### config.mk
export PLATFORM = sky130hd
export DESIGN_NAME = wb_txn_buffer
export DESIGN_NICKNAME = d
export VERILOG_FILES = /design/src/rtl/wb_txn_pkg.sv /design/src/rtl/wb_txn_ctrl.sv /design/src/rtl/wb_txn_data.sv /design/src/rtl/wb_txn_buffer.sv
export SDC_FILE = /design/constraint.sdc
export NUM_CORES = 1
export LEC_CHECK = 0
export ABC_CLOCK_PERIOD_IN_PS = 3850
export BUFFER_PORTS_ARGS = -buffer_cell sky130_fd_sc_hd__buf_2
export CORE_MARGIN = 1.5
export CORE_UTILIZATION = 60
export DETAILED_ROUTE_END_ITERATION = 7
export HOLD_SLACK_MARGIN = 0.06
export PLACE_DENSITY_LB_ADDON = 0.08
export SETUP_SLACK_MARGIN = 0.2
export SLEW_MARGIN = 10
export SYNTH_ARGS = -nofsm -noshare
export SYNTH_HDL_FRONTEND = slang
export SYNTH_SLANG_ARGS = --single-unit
### constraint.sdc
create_clock -name clk -period 3.85 [get_ports clk]
set_input_delay 0.385 -clock clk [delete_from_list [all_inputs] [get_ports clk]]
set_output_delay 0.385 -clock clk [all_outputs]
set_load 0.05 [all_outputs]
### src/rtl/wb_txn_pkg.sv
package wb_txn_pkg;
  // Strobes from control to datapath, all aimed at one slot index
  typedef struct packed {
    logic alloc;
    logic free;
    logic stWr;
    logic dLoad;
  } txnStrobe_t;
endpackage

### src/rtl/wb_txn_ctrl.sv
module wb_txn_ctrl
  import wb_txn_pkg::*;
#(
  parameter int NUM_ENTRIES = 4,
  parameter int ADDR_W = 8,
  parameter int IDX_W = 2
) (
  input  logic                              clk,
  input  logic                              rstN,
  input  logic [ADDR_W-1:0]                 lookupAddr,
  input  logic                              allocEn,
  input  logic                              freeEn,
  input  logic                              stateWrEn,
  input  logic                              dataLoadEn,
  input  logic [NUM_ENTRIES-1:0]            validVec,
  input  logic [NUM_ENTRIES-1:0][ADDR_W-1:0] addrVec,
  output logic                              hit,
  output logic [IDX_W-1:0]                  hitIdx,
  output logic [IDX_W-1:0]                  slotIdx,
  output txnStrobe_t                        strb,
  output logic                              full,
  output logic                              errFlag
);
  logic [NUM_ENTRIES-1:0] matchVec;
  logic [IDX_W-1:0]       freeIdx;
  logic                   badCmd;
  logic                   errQ;

  for (genvar gi = 0; gi < NUM_ENTRIES; gi++) begin : g_match
    assign matchVec[gi] = validVec[gi] && (addrVec[gi] == lookupAddr);
  end

  always_comb begin
    hitIdx = '0;
    for (int i = 0; i < NUM_ENTRIES; i++)
      if (matchVec[i]) hitIdx = IDX_W'(i);
  end

  // lowest free slot wins
  always_comb begin
    freeIdx = '0;
    for (int i = NUM_ENTRIES - 1; i >= 0; i--)
      if (!validVec[i]) freeIdx = IDX_W'(i);
  end

  assign hit  = |matchVec;
  assign full = &validVec;

  always_comb begin
    strb.free  = freeEn & hit;
    strb.alloc = allocEn & ~freeEn & ~hit & ~full;
    strb.stWr  = stateWrEn & ~freeEn & hit;
    strb.dLoad = dataLoadEn & ~freeEn & hit;
  end

  assign slotIdx = strb.alloc ? freeIdx : hitIdx;
  assign badCmd  = (freeEn & ~hit) | (allocEn & ~freeEn & (hit | full));

  always_ff @(posedge clk or negedge rstN) begin
    if (!rstN) errQ <= 1'b0;
    else       errQ <= badCmd;
  end
  assign errFlag = errQ;

  // no two entries ever share an address
  p_unique_addr_r1: assert property (@(posedge clk) disable iff (!rstN)
    $onehot0(matchVec));

  // a refused command leaves the valid set as it was
  p_err_no_change_r8: assert property (@(posedge clk) disable iff (!rstN)
    errQ |-> $stable(validVec));
endmodule

### src/rtl/wb_txn_data.sv
module wb_txn_data
  import wb_txn_pkg::*;
#(
  parameter int NUM_ENTRIES = 4,
  parameter int ADDR_W = 8,
  parameter int STATE_W = 3,
  parameter int DATA_W = 32,
  parameter int IDX_W = 2
) (
  input  logic                              clk,
  input  logic                              rstN,
  input  txnStrobe_t                        strb,
  input  logic [IDX_W-1:0]                  slotIdx,
  input  logic [IDX_W-1:0]                  hitIdx,
  input  logic [ADDR_W-1:0]                 wrAddr,
  input  logic [STATE_W-1:0]                allocState,
  input  logic [STATE_W-1:0]                stateWrVal,
  input  logic [DATA_W-1:0]                 loadData,
  output logic [NUM_ENTRIES-1:0]            validVec,
  output logic [NUM_ENTRIES-1:0][ADDR_W-1:0] addrVec,
  output logic [STATE_W-1:0]                rdState,
  output logic [DATA_W-1:0]                 rdData
);
  logic [NUM_ENTRIES-1:0]               validQ;
  logic [NUM_ENTRIES-1:0][ADDR_W-1:0]   addrQ;
  logic [NUM_ENTRIES-1:0][STATE_W-1:0]  stateQ;
  logic [NUM_ENTRIES-1:0][DATA_W-1:0]   dataQ;

  for (genvar gi = 0; gi < NUM_ENTRIES; gi++) begin : g_slot
    logic sel;
    assign sel = (slotIdx == IDX_W'(gi));
    always_ff @(posedge clk or negedge rstN) begin
      if (!rstN) begin
        validQ[gi] <= 1'b0;
        addrQ[gi]  <= '0;
        stateQ[gi] <= '0;
        dataQ[gi]  <= '0;
      end else if (sel) begin
        if (strb.free) validQ[gi] <= 1'b0;
        if (strb.alloc) begin
          validQ[gi] <= 1'b1;
          addrQ[gi]  <= wrAddr;
          stateQ[gi] <= allocState;
          dataQ[gi]  <= loadData;
        end
        if (strb.stWr)  stateQ[gi] <= stateWrVal;
        if (strb.dLoad) dataQ[gi]  <= loadData;
      end
    end
  end

  assign validVec = validQ;
  assign addrVec  = addrQ;
  assign rdState  = stateQ[hitIdx];
  assign rdData   = dataQ[hitIdx];

  // accepted allocation fills its slot with the requested address
  p_alloc_fills_r4: assert property (@(posedge clk) disable iff (!rstN)
    strb.alloc |=> validQ[$past(slotIdx)] && (addrQ[$past(slotIdx)] == $past(wrAddr)));

  // accepted allocation adds exactly one valid entry
  p_alloc_count_r4: assert property (@(posedge clk) disable iff (!rstN)
    strb.alloc |=> $countones(validQ) == $past($countones(validQ)) + 1);

  // release empties the slot it targets
  p_free_clears_r7: assert property (@(posedge clk) disable iff (!rstN)
    strb.free |=> !validQ[$past(slotIdx)]);
endmodule

### src/rtl/wb_txn_buffer.sv
module wb_txn_buffer
  import wb_txn_pkg::*;
#(
  parameter int NUM_ENTRIES = 4,
  parameter int ADDR_W = 8,
  parameter int STATE_W = 3,
  parameter int DATA_W = 32
) (
  input  logic               clk,
  input  logic               rstN,
  input  logic [ADDR_W-1:0]  lookupAddr,
  input  logic               cacheTagHit,
  input  logic [STATE_W-1:0] cacheState,
  input  logic [DATA_W-1:0]  cacheData,
  input  logic               allocEn,
  input  logic [STATE_W-1:0] allocState,
  input  logic               freeEn,
  input  logic               stateWrEn,
  input  logic [STATE_W-1:0] stateWrVal,
  input  logic               dataLoadEn,
  output logic               hit,
  output logic [STATE_W-1:0] entryState,
  output logic [DATA_W-1:0]  entryData,
  output logic [STATE_W-1:0] effState,
  output logic [DATA_W-1:0]  fwdData,
  output logic               cacheStateWrEn,
  output logic               full,
  output logic               errFlag
);
  localparam int IDX_W = (NUM_ENTRIES > 1) ? $clog2(NUM_ENTRIES) : 1;

  txnStrobe_t                        strb;
  logic [IDX_W-1:0]                  hitIdx;
  logic [IDX_W-1:0]                  slotIdx;
  logic [NUM_ENTRIES-1:0]            validVec;
  logic [NUM_ENTRIES-1:0][ADDR_W-1:0] addrVec;
  logic [STATE_W-1:0]                rdState;
  logic [DATA_W-1:0]                 rdData;

  wb_txn_ctrl #(.NUM_ENTRIES(NUM_ENTRIES), .ADDR_W(ADDR_W), .IDX_W(IDX_W)) u_ctrl (
    .clk(clk), .rstN(rstN), .lookupAddr(lookupAddr),
    .allocEn(allocEn), .freeEn(freeEn), .stateWrEn(stateWrEn), .dataLoadEn(dataLoadEn),
    .validVec(validVec), .addrVec(addrVec),
    .hit(hit), .hitIdx(hitIdx), .slotIdx(slotIdx), .strb(strb),
    .full(full), .errFlag(errFlag)
  );

  wb_txn_data #(.NUM_ENTRIES(NUM_ENTRIES), .ADDR_W(ADDR_W), .STATE_W(STATE_W),
                .DATA_W(DATA_W), .IDX_W(IDX_W)) u_data (
    .clk(clk), .rstN(rstN), .strb(strb), .slotIdx(slotIdx), .hitIdx(hitIdx),
    .wrAddr(lookupAddr), .allocState(allocState), .stateWrVal(stateWrVal),
    .loadData(cacheData), .validVec(validVec), .addrVec(addrVec),
    .rdState(rdState), .rdData(rdData)
  );

  assign entryState     = rdState;
  assign entryData      = rdData;
  // transient entry state outranks the cache line; absent everywhere reads as invalid (0)
  assign effState       = hit ? rdState : (cacheTagHit ? cacheState : '0);
  assign fwdData        = hit ? rdData : cacheData;
  assign cacheStateWrEn = stateWrEn & cacheTagHit;
endmodule

==> run summary <==
All-Layer GR Usage: 26.2%
YS warnings: 0
Mapped Avg Cell Area: 12.1 sq um
htree depth: 4
count of input and output buffers: 129
vias in the first global route: 6348
Max Buffers Root-to-Sink: 2
headroom to the max-slew limit: 48.0%
Setup WS post-layout: 0.445 ns
reg-to-reg endpoint: u_data.dataQ[96]
antenna viol nets, final: 0
HP Start: cacheData[24]
setup violators final: 0
post-layout min period: 3.40 ns
DRT Pass-1 Iters: 5
postcts setup bufs: 0
WL/cell: 18.6 microns
Final Hold Fails: 0
worst path arrival time: 3.02 ns
Critical R2R Launch: u_data.addrVec[12]
Worst-path clk slew: 0.06 ns
status: complete, no violations
setup slack after placement: 0.600 ns
CP peak stage delay: 0.39 ns
Setup crit end kind: primary output
final non-filler cell total: 1059
Worst Skew: 0.00888 ns
period utilisation layout: 88.4%
synth top area cells: dfrtp_1 (48%), mux2_4 (10%), mux2_2 (7.4%), mux2_1 (4.9%), nand2_1 (4.7%)
gpl congestion: 0.814
Num CTS Buffers: 17
nets: 917
crit-path most repeated cell: buf_4
clock root cell: clkbuf_16
Row Count: 44
sequential area share after synthesis: 48.4%
CP Launch Type: flip-flop
Synth top area share: 48.4%
Max-Cap Viols: 0
via count: 6220
RSZ-0062 raised after global routing: false
die area: 16000 sq um
Clk Latency, worst-skew pair: 0.43 ns
worst path cell trace: xnor2_1, nand4_1, nor3_1, or4_2, buf_4, buf_4, nor2_1, a31oi_1, buf_2
first-pass GRT wire length: 33100 microns
Hold Path Sink: u_data.dataQ[88]
Power Density: 675 nW/um^2
Core Area: 14700 sq um
Vias/cell: 5.87
grt total ovfl: 0
Yosys reg bits: 177
max-slew violations: 0
dpl cells: 1025
Critical Path RT: 3.46 ns
# DRC: 0
CP delay by family, top: buffers and inverters
Crit-path slowest cell: dfrtp_1
synthesized area: 9140 sq um
Clock Sinks: 177
fmax: 294 MHz
Mapped Cells: 755
Starting Density: 62.2%
final setup TNS: 0 ns
CTS tree: yes
Pleak: 0.00515 uW
worst-margin pin slew: 0.779 ns
syn_nets: 811
CP Depth: 9
critical path type: flip-flop to primary output
reg2reg setup slack: 0.79 ns
Die W: 126 microns
drt total wl: 19700 microns
Critical path buffers and inverters: 3
reg2reg path depth: 8
DP Wirelength: 12600 microns
initial antenna violation count: 0
Min-Delay Path Depth: 2
Cell Area, Placed: 9740 sq um
1st-iter DRT viols: 568
I/O Pins: 130
Post-Layout Inst Area: 10400 sq um
P&R area growth vs syn: 13.6%
VDD IR max: 450 uV
die height: 126 microns
top cell type by total area after synthesis: dfrtp_1
largest net degree at the start of global routing: 98
Yosys cell types: 46
HP Class: input pin to flip-flop
share of cells above drive strength 1: 35.0%
CP max FO: 35
-- where the power goes --
group | switching [uW] | internal (uW) | total (uW) | leakage (uW)
sequential | 268 | 2320 | 2590 | 0.00231
clock | 707 | 1120 | 1830 | 0.000308
combinational | 1630 | 958 | 2590 | 0.00254
-- sequential cells by signal (all words and copies together) (netlist names) --
signal,flops
u_data.dataQ,128
u_ctrl.errFlag,1
u_data.validVec,4
u_data.addrVec,32
u_data.stateQ,12
-- Yosys cell counts, drive strengths merged --
| master | n |
|---|---|
| nand2b | 4 |
| nand4b | 1 |
| xnor2 | 31 |
| dfrtp | 177 |
| o211ai | 37 |
| nor2b | 2 |
| nor3b | 1 |
| o22a | 15 |
| buf | 38 |
| mux2 | 161 |
| or4 | 3 |
| xor2 | 1 |
| nor3 | 3 |
| and2 | 2 |
| nand4 | 5 |
| o31ai | 2 |
| and4 | 1 |
| clkbuf | 17 |
| nand2 | 115 |
| a22o | 2 |
| nand3b | 2 |
| o21bai | 1 |
| nor2 | 35 |
| o21ai | 5 |
| a21oi | 10 |
| or3 | 3 |
| o22ai | 1 |
| nand3 | 5 |
| nor4 | 1 |
| mux2i | 36 |
| a31oi | 36 |
| inv | 2 |
-- final cells by class --
class,count,area [sq um]
timing repair buffer,142,777
inverter,2,7.51
sequential,177,4430
clock buffer,24,512
multi-input combinational,521,4300
fill,1060,4320
tap,184,230
clock inverter,8,124
antenna,1,2.50
-- layout by cell type (no fill, tap or decap), drive strengths merged, types with 4 or more instances in the layout --
cell	n
nand4	5
dfrtp	177
nand2b	4
mux2	161
o211ai	37
nor2	35
clkbuf	24
xnor2	31
o22a	15
a31oi	36
nand3	5
mux2i	36
buf	141
o21ai	5
a21oi	10
nand2	115
-- worst max path at each step --
stage                            start           endpoint
floorplan                lookupAddr[4]        fwdData[25]
global placement         lookupAddr[6]  u_data.dataQ[111]
detailed placement       lookupAddr[4]  u_data.dataQ[121]
CTS                 u_data.addrVec[12]        fwdData[18]
global route         u_data.addrVec[6]        fwdData[18]
finish               u_data.addrVec[6]        fwdData[18]
-- logic make-up after synthesis --
logic type / after synthesis / share of synthesized area [%]
compound gates: 109 / 8.27
xor+xnor: 32 / 3.15
buf+inv: 57 / 4.61
flops: 177 / 48.4
mux: 197 / 26.3
simple gates: 183 / 9.25
-- metal layers --
layer	GRT usage [%]	vias up	share of wire [%]
li1	-	2900	-
met1	35.8	3128	45
met2	43.0	169	49
met3	4.43	23	3.9
met4	8.65	0	1.7
met5	0	-	0
-- stage by stage --
stage / utilization, % / power, uW / hold slack [ns]
2_1_floorplan: - / 4630 / 0.0894
3_3_place_gp: 66.2 / 5110 / 0.470
3_5_place_dp: 66.2 / 5210 / 0.476
4_1_cts: 70.6 / 7060 / 0.222
5_1_grt: 70.6 / 7370 / 0.232
6_report: 70.6 / 7010 / 0.236
-- timing repair --
item / CTS / global route
setup endpoints to repair: 0 / 0
gates resized for setup: 0 / 0
hold buffers: 1 / 0
hold endpoints to repair: 80 / 0
Note: power is estimated with default switching activity, not from simulation.
